### config.mk
export PLATFORM = sky130hd
export DESIGN_NAME = hdio_edge_capture
export DESIGN_NICKNAME = d
export VERILOG_FILES = /design/src/rtl/hdio_edge_pkg.sv /design/src/rtl/hdio_edge_port.sv /design/src/rtl/hdio_edge_summary.sv /design/src/rtl/hdio_edge_capture.sv
export SDC_FILE = /design/constraint.sdc
export NUM_CORES = 1
export LEC_CHECK = 0
export ABC_CLOCK_PERIOD_IN_PS = 2000
export CORE_UTILIZATION = 50
export CTS_CLUSTER_DIAMETER = 100
export DETAILED_ROUTE_END_ITERATION = 10
export PLACE_DENSITY = 0.77
export SLEW_MARGIN = 20
export SYNTH_ARGS = -nofsm -noshare
export SYNTH_HDL_FRONTEND = slang
export SYNTH_HIERARCHICAL = 1
export SYNTH_SLANG_ARGS = --single-unit
export TNS_END_PERCENT = 100
### constraint.sdc
create_clock -name clk -period 2 [get_ports clk]
set_input_delay 0.4 -clock clk [delete_from_list [all_inputs] [get_ports clk]]
set_output_delay 0.4 -clock clk [all_outputs]
set_load 0.02 [all_outputs]
### src/rtl/hdio_edge_pkg.sv
package hdio_edge_pkg;
  typedef enum logic [1:0] {
    BANK_STAT = 2'd0,
    BANK_POL  = 2'd1,
    BANK_EN   = 2'd2,
    BANK_ID   = 2'd3
  } bank_e;
endpackage

### src/rtl/hdio_edge_port.sv
module hdio_edge_port #(
  parameter int W = 8
) (
  input  logic         clk,
  input  logic         rst_n,
  input  logic [W-1:0] pin_i,
  input  logic         wr_pol,
  input  logic         wr_ena,
  input  logic         wr_id,
  input  logic [W-1:0] wdata,
  output logic [W-1:0] pol_o,
  output logic [W-1:0] en_o,
  output logic [W-1:0] id_o
);
  logic [W-1:0] prev_q;
  logic [W-1:0] rise, fall, hit;

  // previous level follows the pins unconditionally
  always_ff @(posedge clk) prev_q <= pin_i;

  assign rise = pin_i & ~prev_q;
  assign fall = ~pin_i & prev_q;
  assign hit  = en_o & ((pol_o & rise) | (~pol_o & fall));

  always_ff @(posedge clk or negedge rst_n) begin
    if (!rst_n) begin
      pol_o <= '0;
      en_o  <= '0;
      id_o  <= '0;
    end else begin
      if (wr_pol) pol_o <= wdata;
      if (wr_ena) en_o  <= wdata;
      // clear-by-zero, edge of the same cycle wins
      id_o <= (wr_id ? (id_o & wdata) : id_o) | hit;
    end
  end
endmodule

### src/rtl/hdio_edge_summary.sv
module hdio_edge_summary #(
  parameter int NPORT  = 3,
  parameter int PORT_W = 8
) (
  input  logic [NPORT*PORT_W-1:0] id_all,
  output logic [NPORT-1:0]        pending,
  output logic                    irq
);
  for (genvar p = 0; p < NPORT; p++) begin : g_sum
    assign pending[p] = |id_all[p*PORT_W +: PORT_W];
  end
  assign irq = |pending;
endmodule

### src/rtl/hdio_edge_capture.sv
module hdio_edge_capture
  import hdio_edge_pkg::*;
#(
  parameter int NPORT  = 3,
  parameter int PORT_W = 8,
  localparam int NLINE = NPORT * PORT_W,
  localparam int IDXW  = (NPORT > 1) ? $clog2(NPORT + 1) : 1
) (
  input  logic             clk,
  input  logic             rst_n,
  input  logic [NLINE-1:0] pin_i,
  input  logic             wr_en,
  input  logic [1:0]       wr_bank,
  input  logic [IDXW-1:0]  wr_idx,
  input  logic [PORT_W-1:0] wr_data,
  input  logic [1:0]       rd_bank,
  input  logic [IDXW-1:0]  rd_idx,
  output logic [PORT_W-1:0] rd_data,
  output logic [NPORT-1:0] pending_o,
  output logic             irq_o
);
  logic [NLINE-1:0] pol_all, en_all, id_all;

  for (genvar p = 0; p < NPORT; p++) begin : g_port
    logic sel;
    assign sel = wr_en && (int'(wr_idx) == p);
    hdio_edge_port #(.W(PORT_W)) u_port (
      .clk    (clk),
      .rst_n  (rst_n),
      .pin_i  (pin_i[p*PORT_W +: PORT_W]),
      .wr_pol (sel && (bank_e'(wr_bank) == BANK_POL)),
      .wr_ena (sel && (bank_e'(wr_bank) == BANK_EN)),
      .wr_id  (sel && (bank_e'(wr_bank) == BANK_ID)),
      .wdata  (wr_data),
      .pol_o  (pol_all[p*PORT_W +: PORT_W]),
      .en_o   (en_all[p*PORT_W +: PORT_W]),
      .id_o   (id_all[p*PORT_W +: PORT_W])
    );
  end

  hdio_edge_summary #(.NPORT(NPORT), .PORT_W(PORT_W)) u_sum (
    .id_all  (id_all),
    .pending (pending_o),
    .irq     (irq_o)
  );

  always_comb begin
    rd_data = '0;
    if (bank_e'(rd_bank) == BANK_STAT) begin
      rd_data[NPORT-1:0] = pending_o;
    end else if (int'(rd_idx) < NPORT) begin
      case (bank_e'(rd_bank))
        BANK_POL: rd_data = pol_all[int'(rd_idx)*PORT_W +: PORT_W];
        BANK_EN:  rd_data = en_all[int'(rd_idx)*PORT_W +: PORT_W];
        default:  rd_data = id_all[int'(rd_idx)*PORT_W +: PORT_W];
      endcase
    end
  end
endmodule

[Word-level counts from Yosys, hierarchy flattened]
Cells that the tools add are included.
Storage, ports and cells
  flip-flop bits (word level): 96
  output and inout port bits: 12
Operators by class
  order comparisons: 1
  equality and inequality tests: 7
  shift-type cells: 3
  muxes and demuxes: 7
  bitwise operators: 33
  reduce and logical (&&, ||, !) cells: 18
Operators by type and width (count)
  bitwise AND 8 bit: 18
  inverter 8 bit: 9
  indexed part select 24 x 6 -> 8 bit: 3
  bitwise OR 8 bit: 6
  two-way mux 8 bit: 4
  OR reduction 24 bit: 1
  OR reduction 8 bit: 3
  one-hot mux 8 bit (2 select lines): 1
  logical AND 1 bit: 12
  equality test 2 bit, second input constant: 5
  two-way mux 5 bit: 1
  equality test 2 x 1 -> 1 bit, second input constant: 2
  zero test 2 bit: 2
  two-way mux 3 bit: 1
  < comparator 2 bit, second input constant: 1

[Depth between registers and ports, before layout]
  depth after elaboration: 6
  depth in mapped cells: 7
  depth with buffers taken out: 6

[Hierarchy]
Netlist, hierarchy kept.
Modules (own cells, without submodules)
  hdio_edge_port: instances 3, cells each 82, area an instance 1251.2 um^2, seq. area each 760.7 um^2
  hdio_edge_capture: instances 1, cells each 116, area an instance 790.8 um^2, seq. area each 0.0 um^2
  hdio_edge_summary: instances 1, cells each 10, area an instance 55.1 um^2, seq. area each 0.0 um^2

[Worst setup path before layout]
OpenSTA, ideal clock, no wires.
  path kind: input port to output port
  from: input port rd_bank[0]
  to: output port rd_data[0]
  arrival: 1688 ps
  data required time: 1600 ps
  path slack: -88 ps
  cell stages on the path: 7
  cells stage by stage: inv_1 > ha_1 > clkbuf_1 > nor2_1 > a211oi_1 > o22ai_1 > a21oi_1
Between the ends
  cells in the longest elaborated chain, start to end: 4
RTL lines
  start: declaration: RTL line hdio_edge_capture.sv:16  | input logic [1:0] rd_bank,
  equality test 2 bit or equality test 2 x 1 -> 1 bit (tied branches): RTL line hdio_edge_capture.sv:52  | case (bank_e'(rd_bank))
  one-hot mux 8 bit (2 select lines): RTL line hdio_edge_capture.sv:52
  two-way mux 8 bit: RTL line hdio_edge_capture.sv:51  | end else if (int'(rd_idx) < NPORT) begin
  two-way mux 3 bit *: RTL line hdio_edge_capture.sv:49  | if (bank_e'(rd_bank) == BANK_STAT) begin
  end: declaration: RTL line hdio_edge_capture.sv:18  | output logic [PORT_W-1:0] rd_data,
Every way passes the cells marked *; elsewhere a longest branch is shown, timed or not.

[Worst setup path after layout]
  from: input port rd_bank[0]
  to: output port rd_data[5]
Between the ends
  cells in the longest elaborated chain, start to end: 4
RTL lines (RTL line)
  equality test 2 bit or equality test 2 x 1 -> 1 bit (tied branches): hdio_edge_capture.sv:52
  one-hot mux 8 bit (2 select lines): hdio_edge_capture.sv:52
  two-way mux 8 bit: hdio_edge_capture.sv:51
  two-way mux 5 bit *: hdio_edge_capture.sv:49
Marks and branches as above.

==> flow_metrics.tcl <==
set metrics [dict create \
    postRouteAntennaNets 0 \
    synthFlopType "dfrtp_1" \
    path_clk_slew_ns 0.09 \
    crit_path_end_kind "primary output" \
    worstReg2RegStart "g_port[0].u_port/en_o[4]" \
    ys_ff_latch 96 \
    finalClockSkew_ns 0.005348 \
    crit_chain "buf_12 -> inv_8 -> buf_12 -> ha_4 -> buf_12 -> buf_4 -> a211oi_2 -> a221oi_4 -> nor2_1 -> buf_4" \
    row_count 34 \
    clockBufferDepth 2 \
    cp_num_buf_inv 6 \
    track_usage_pct 27.98 \
    grt_first_pass_wirelength_mm 20.40 \
    vias 3991 \
    first_pass_iters 8 \
    drive_above_1_share_pct 48.53 \
    synth_seq_area_share_pct 49.62 \
    slowest_delay_ns 0.40 \
    path_delay_family "buffers and inverters" \
    grt_max_degree 73 \
    synth_nets 418 \
    dieWidth_um 97.91 \
    max_slew_margin_pct 70.30 \
    start_kind "input port" \
    layout_min_cycle_time_ns 2.369 \
    final_hold_viol_count 0 \
    tightest_slew_ns 0.4447 \
    syn2layout_area_growth_pct 40.10 \
    crit_slowest_cell "a211oi_2" \
    root_buffer "clkbuf_8" \
    required_ns 1.60 \
    io_pins 55 \
    fin_ws_ns -0.3694 \
    layout_commonest_cell "buf_4" \
    dp_hpwl_mm 8.258 \
    async_flop_share_pct 75.00 \
    irDropWorstVdd_v 0.0006467 \
    wl_per_cell_um 22.49 \
    synth.distinct_cells 30 \
    portBuffers 54 \
    cp.depth 10 \
    antennaDiodeCount 0 \
    synth_area_leader_cell "dfrtp_1" \
    violations "DRC, setup timing" \
    period_share_pct 118.5 \
    routed_wirelength_mm 13.92 \
    overflow 0 \
    routabilityCongestion 0.8427 \
    die_y_um 97.91 \
    core_area_mm2 0.008806 \
    fin_nets 552 \
    start_util_pct 52.23 \
    syn_area_mm2 0.004599 \
    layout_common_cells "buf_4 (75), dfrtp_1 (72), mux2_2 (53)" \
    drc 5 \
    finalPower_uw 5791 \
    max_cap_viol_count 0 \
    fill_cells 583 \
    die_area_mm2 0.009586 \
    rr_worst_depth 3 \
    ys_warn_count 6 \
    htree_levels 3 \
    cts_tree "built" \
    clk-insertion-delay-late_ns 0.37 \
    cts_buffers 9 \
    worst-path-max-fanout 13 \
    yosysTopAreaCellShare_pct 39.17 \
    synth_area_leaders "dfrtp_1 (39%), mux2_2 (13%), dfxtp_1 (10%)" \
    grt_pass1_vias 3977 \
    startpoint "rd_bank[0]" \
    crit_end "rd_data[5]" \
    synth_edf_count 0 \
    post-route-util_pct 73.17 \
    status "finished, violations left" \
    cpMostUsedCell "buf_12" \
    avgSynthCellArea_um2 12.36 \
    via_per_inst 6.447 \
    hold_class "input port to async pin" \
    synthCells 372 \
    antenna_found_initial 0 \
    dr.first_iter.drc_count 306 \
    rsz0062_at_grt "true" \
    finalMaxSlewViolations 0 \
    cts_sinks 96 \
    cp.arrival_ns 1.97 \
    setup_viol 9 \
    reg2reg_slack_ns 0.81 \
    path_class "input port to primary output" \
    p_leak_uw 0.002619 \
    timing.fmax_ghz 0.4220 \
    rr_endpoint "g_port[0].u_port/id_o[4]" \
    power_density_mw_per_mm2 898.7 \
]
-- sequential cells by signal, summed over array words and instances (netlist names) --
signal,count
g_port.u_port/en_o,24
g_port.u_port/id_o,24
g_port.u_port/prev_q,24
g_port.u_port/pol_o,24
-- how the worst min path moves through the flow --
stage / start / to / slack (ns) / cells past startpoint
CTS: rst_n / g_port[2].u_port/pol_o[0] / 0.06 / 2
detailed placement: rst_n / g_port[2].u_port/pol_o[0] / 0.46 / 2
finish: rst_n / g_port[2].u_port/en_o[2] / 0.03 / 2
floorplan: rst_n / g_port[0].u_port/en_o[0] / 0.10 / 0
global route: rst_n / g_port[2].u_port/en_o[2] / 0.08 / 2
global placement: rst_n / g_port[2].u_port/en_o[0] / 0.46 / 2
-- where the power goes --
group / internal [µW] / leakage (µW) / switching [µW]
clock: 647 / 0.0000948 / 699
combinational: 1010 / 0.00150 / 708
sequential: 2340 / 0.00103 / 394
-- kinds of logic (layout without fill, tap and decap cells) --
group	after synthesis	count (layout)	synth area share (%)
AO/OA/AOI/OAI	81	81	13.98
adder cells (fa/ha/maj)	3	3	0.8162
buffers and inverters	19	158	2.802
flip-flops	96	96	49.62
multiplexers	53	53	12.98
AND/OR/NAND/NOR	120	120	19.80
-- stage by stage --
step | worst slack (ns) | instance area [µm²] | instances | hold WS [ns] | TNS, ns
finish | -0.3694 | 6444 | 619 | 0.03472 | -2.315
global route | -0.4493 | 6444 | 619 | 0.07682 | -2.779
CTS | -0.2140 | 6309 | 615 | 0.05797 | -1.613
detailed placement | -1.086 | 5787 | 591 | 0.4620 | -8.761
global placement | -1.055 | 5787 | 591 | 0.4601 | -8.449
floorplan | 0.02021 | 4611 | 372 | 0.1044 | 0
-- area by class of cell --
type / instances / area, µm² / share of cell area, %
Clock buffer: 12 / 155.1 / 2.408
Tap cell: 108 / 135.1 / 2.097
Inverter: 3 / 18.77 / 0.2913
Timing Repair Buffer: 139 / 1324 / 20.54
Multi-Input combinational cell: 257 / 2476 / 38.43
Sequential cell: 96 / 2282 / 35.42
Clock inverter: 4 / 52.55 / 0.8155
-- per-layer routing --
| layer | vias up | GRT usage [%] | part of all wire, % | routed length (µm) |
|---|---|---|---|---|
| met5 | - | 0 | 0 | 0 |
| met4 | 0 | 13.40 | 3.7 | 509 |
| met3 | 56 | 5.798 | 5.9 | 820 |
| met2 | 182 | 45.88 | 49 | 6762 |
| met1 | 2033 | 35.47 | 42 | 5829 |
| li1 | 1720 | - | - | - |
-- synthesized netlist by cell type (2+ instances only) --
cell and count:
dfrtp_1 72, mux2_2 53, nand2b_1 27, nor2_1 27, a211o_1 24, and4b_1 24
and4bb_2 24, dfxtp_1 24, a22oi_1 15, a21oi_1 11, a211oi_1 10, a221oi_1 9
buf_2 7, buf_6 6, nor4_1 6, a22oi_2 4, nand2_1 4, ha_1 3
inv_1 3, nor3_1 3, o21ai_0 3, o22ai_1 3, clkbuf_1 2, nand3b_1 2
-- timing repair --
action                     in CTS  in global routing
cloned                          2                  1
resized for setup             117                 29
setup endpoints to repair      12                 12
hold buffers                    0                  0
pin swaps                      26                 16
buffers inserted                6                  6
No activity file was read; power rests on OpenSTA's default activity.
